## src/rtl/sd_pwr_seq.sv

```systemverilog
module sd_pwr_seq #(
  parameter int START_CLKS = 74,
  parameter int DATA_W = 8
) (
  input  logic              clk,
  input  logic              rst_n,
  input  logic              wr_en,
  input  logic [1:0]        wr_data,
  output logic [1:0]        rd_data,
  input  logic              ck_tick,
  output logic              clk_oe,
  output logic              clk_out,
  output logic              cmd_oe,
  output logic              cmd_out,
  output logic [DATA_W-1:0] dat_oe,
  output logic [DATA_W-1:0] dat_out,
  output logic              host_en,
  output logic              pad_sel
);
  localparam int CW = $clog2(START_CLKS + 1);
  localparam logic [CW-1:0] LAST = CW'(START_CLKS - 1);

  typedef enum logic [1:0] {S_RST, S_OFF, S_CYC, S_ON} st_t;
  st_t st, nx;
  logic [CW-1:0] cnt;
  logic en_q;

  always_comb begin
    nx = st;
    if (wr_en && st != S_ON)
      case (wr_data)
        2'b00:   nx = S_OFF;
        2'b10:   nx = S_CYC;
        2'b11:   nx = S_ON;
        default: nx = st;
      endcase
  end

  always_ff @(posedge clk) begin
    if (!rst_n) st <= S_RST;
    else        st <= nx;
  end

  always_ff @(posedge clk) begin
    if (!rst_n || st != S_ON) begin
      cnt  <= '0;
      en_q <= 1'b0;
    end else if (ck_tick && !en_q) begin
      cnt <= cnt + 1'b1;
      if (cnt == LAST) en_q <= 1'b1;
    end
  end

  always_ff @(posedge clk) begin
    if (!rst_n) begin
      clk_oe  <= 1'b1;
      clk_out <= 1'b0;
      cmd_oe  <= 1'b0;
      cmd_out <= 1'b0;
      dat_oe  <= '0;
      dat_out <= '0;
    end else begin
      case (nx)
        S_RST: begin
          clk_oe <= 1'b1; clk_out <= 1'b0;
          cmd_oe <= 1'b0; cmd_out <= 1'b0;
          dat_oe <= '0;   dat_out <= '0;
        end
        S_OFF: begin
          clk_oe <= 1'b1; clk_out <= 1'b1;
          cmd_oe <= 1'b1; cmd_out <= 1'b1;
          dat_oe <= '1;   dat_out <= '1;
        end
        S_CYC: begin
          clk_oe <= 1'b1; clk_out <= 1'b0;
          cmd_oe <= 1'b1; cmd_out <= 1'b0;
          dat_oe <= '1;   dat_out <= '0;
        end
        default: begin
          clk_oe <= 1'b1; clk_out <= ck_tick && (st == S_ON);
          cmd_oe <= 1'b1; cmd_out <= 1'b1;
          dat_oe <= '1;   dat_out <= '1;
        end
      endcase
    end
  end

  assign rd_data = (st == S_ON) ? 2'b11 : (st == S_CYC) ? 2'b10 : 2'b00;
  assign host_en = en_q;
  assign pad_sel = en_q;
endmodule

```

## config.mk

```make
export PLATFORM = sky130hd
export DESIGN_NAME = sd_pwr_seq
export DESIGN_NICKNAME = d
export VERILOG_FILES = /design/src/rtl/sd_pwr_seq.sv
export SDC_FILE = /design/constraint.sdc
export NUM_CORES = 1
export LEC_CHECK = 0
export BUFFER_PORTS_ARGS = -buffer_cell sky130_fd_sc_hd__clkbuf_2
export CAP_MARGIN = 20
export CORE_MARGIN = 1
export CORE_UTILIZATION = 35
export CTS_CLUSTER_DIAMETER = 40
export DETAILED_ROUTE_END_ITERATION = 12
export GPL_TIMING_DRIVEN = 0
export MAX_ROUTING_LAYER = met4
export PLACE_DENSITY_LB_ADDON = 0.08
export SYNTH_ARGS = -nofsm -noshare
export SYNTH_HDL_FRONTEND = slang
export SYNTH_SLANG_ARGS = --single-unit
```

## constraint.sdc

```tcl
create_clock -name clk -period 2 [get_ports clk]
set_clock_uncertainty 0.1 [all_clocks]
set_input_delay 0.3 -clock clk [delete_from_list [all_inputs] [get_ports clk]]
set_output_delay 0.3 -clock clk [all_outputs]
set_load 0.02 [all_outputs]
```

==> run_results.csv <==
group,metric,value,unit
power,power_density,623,nW/um^2
synthesis,yosys_register_bits,13,
routing,antenna_left,0,
worst_hold_path,min_to,"clk_out$_SDFF_PN0_",
floorplan,initial_utilization,37.6,%
floorplan,io_pins,30,
critical_path,r2r-start,"cnt[0]$_SDFFE_PP0P_",
critical_path,endpoint_kind,"output port",
floorplan,die_h,48.4,um
cts,htree_levels,1,
critical_path,r2r_cells,4,
final_layout,drive_gt1_share,42.5,%
final_layout,area_delta_synth_final,26.6,%
critical_path,slowest_stage,"dfxtp_1",
routing,drt_iter0_markers,5,
critical_path,crit_fanout,9,
floorplan,dieArea,2340,um^2
global_routing,grt_max_degree,10,
sta,fin_crit_sh,73.5,%
final_layout,layout_common_cells,"28 x clkbuf_2, 18 x buf_4, 13 x dfxtp_1, 8 x nor2_1, 7 x inv_1",
worst_hold_path,worstHoldPathType,"in2reg",
floorplan,die_x,48.4,um
run_status,outcome,"complete, no violations",
power,peakVddDrop,0.382,mV
routing,drt_wl_total,1310,um
cts,cts_made_buffers,3,
cts,postCtsResizedCells,0,
place,portBuffers,28,
synthesis,synth_warnings,0,
routing,drt-vias-per-instance,4.24,
routing,wl_per_cell,8.90,um
place,dpl.hpwl,1020,um
final_layout,nNetsFinal,132,
routing,first_pass_iters,3,
routing,vias,623,
synthesis,synth_nets,99,
cts,ctsHoldBuffers,0,
sta,setup_violations,0,
global_routing,grt_overflow,0,
critical_path,critPathTopFamily,"flip-flops",
cts,clk_pin_slew,0.08,ns
worst_hold_path,whs_path_depth,3,
cts,clk_latency,0.28,ns
place,gp_congestion,0.717,
critical_path,arrival,1.07,ns
cts,post_cts_buffers,0,
global_routing,antenna_found_initial,0,
final_layout,final_common_cell,"clkbuf_2",
critical_path,worstPathRequired,1.60,ns
global_routing,use_met3,5.03,%
critical_path,path_cells,"buf_4 -> clkbuf_2",
cts,root_buffer,"clkbuf_4",
synthesis,ys_seq_area_share,34.6,%
final_layout,n_antenna_cell,0,
final_layout,nFillCells,213,
worst_hold_path,min_from,"ck_tick",
sta,layout_min_cycle_time,1.47,ns
global_routing,grt_pass1_vias,556,
cts,clock_path_buffers,2,
critical_path,path_class,"reg2out",
floorplan,fp.coreArea,2000,um^2
critical_path,critical-path-max-stage-delay,0.48,ns
floorplan,num_rows,16,
power,p_leak,0.465,nW
sta,hold_violations,0,
sta,drv_slew,0,
critical_path,cp.buffers_inverters,2,
critical_path,reg2reg_slack,0.60,ns
critical_path,startpoint_type,"register",
sta,fmax,0.680,GHz
critical_path,reg2reg_to,"cnt[6]$_SDFFE_PP0P_",
global_routing,grt_util_met1,16.9,%
global_routing,grt_most_used_layer,"met2",
synthesis,synth_cells,88,
routing,drc_errors,0,
synthesis,netlist_area,753,um^2
sta,setup_tns,0,ns
global_routing,grtUsageTotal,13.3,%
sta,grt_setup_unrepaired,"no",
synthesis,ys_types,26,
global_routing,grt_pass1_wl,2360,um
cts,clock_sinks,13,
global_routing,groute.layer.met2.usage,19.2,%
final_layout,final_util,47.6,%
cts,cts_tree,"yes",
synthesis,syn_avg_cell_area,8.56,um^2
run,max_cap_viol_count,0,
-- cell families (layout without fill, tap and decap cells) --
logic type	count (synthesis)	count (layout)	synth area share, %
simple gates	26	26	19.8
xor+xnor	2	2	2.33
fa+ha+maj	5	5	8.31
other cells	1	1	0.498
buf+inv	26	58	21.9
compound gates	15	15	12.6
flops	13	13	34.6
-- layout make-up --
class                      count  area [um^2]  area share, %
tap                           27         33.8           3.54
inverter                       7         26.3           2.76
buffer                        19          139           14.6
sequential                    13          260           27.3
multi-input combinational     49          328           34.4
clock buffer                   4         26.3           2.76
timing repair buffer          28          140           14.7
-- routing by layer --
metal,share of wire [%],up-vias
met3,7.3,2
met4,1.1,0
met1,50,257
li1,-,342
met5,0,-
met2,41,22
-- synth_stat cells --
library cell,instances,area [um^2]
nand2b_1,1,6.26
nand2_1,3,11.3
and2b_2,1,8.76
buf_4,18,135
a211oi_1,2,15.0
a2bb2oi_2,1,15.0
o22ai_1,1,6.26
and2_1,1,6.26
nand4_1,1,6.26
and4b_1,1,10.0
or3b_1,1,8.76
dfxtp_1,13,260
nor2_1,8,30.0
xnor2_1,2,17.5
nand3_1,1,5.00
or3_1,4,25.0
a21oi_1,6,30.0
ha_1,5,62.6
o21ai_0,4,20.0
clkbuf_1,1,3.75
nor3b_1,2,15.0
nand4b_1,1,8.76
conb_1,1,3.75
o22a_1,1,8.76
nand3b_1,1,7.51
inv_1,7,26.3
-- flip-flops by register name, summed over array words and instances, names as in the netlist --
name     flops
st           2
clk_out      1
host_en      1
cnt          7
dat_out      1
dat_oe       1
-- tightest hold or removal path: cells and delay by family --
| kind | cells | cell delay [ns] |
|---|---|---|
| buf+inv | 1 | 0.12 |
| compound gates | 1 | 0.06 |
| simple gates | 1 | 0.06 |
-- per-stage QoR --
stage                     area (um^2)  setup WS (ns)  hold WS, ns  instances  total power [mW]
after floorplan                   753          0.657        0.349         88             0.394
after global placement            927          0.451        0.370        143             0.436
after detailed placement          927          0.466        0.377        143             0.438
after CTS                         953          0.498        0.202        147             0.607
after global routing              953          0.457        0.224        147             0.625
final                             953          0.530        0.213        147             0.594
-- worst max-delay path by stage --
stage | start | to | cells after the start
final | dat_out[6]$_SDFF_PN0_ | dat_out[0] | 2
after global routing | dat_out[6]$_SDFF_PN0_ | dat_out[1] | 2
after CTS | dat_out[6]$_SDFF_PN0_ | dat_out[0] | 2
after detailed placement | wr_data[1] | dat_oe[6]$_SDFF_PN0_ | 6
after global placement | wr_data[1] | dat_oe[6]$_SDFF_PN0_ | 6
after floorplan | wr_data[1] | dat_oe[6]$_SDFF_PN0_ | 5
-- power breakdown --
part           leakage [nW]  switching (mW)  internal (mW)
clock                0.0150          0.0861         0.0773
combinational         0.344          0.0823         0.0721
sequential            0.106          0.0100          0.266
(Power assumes the default switching activity.)
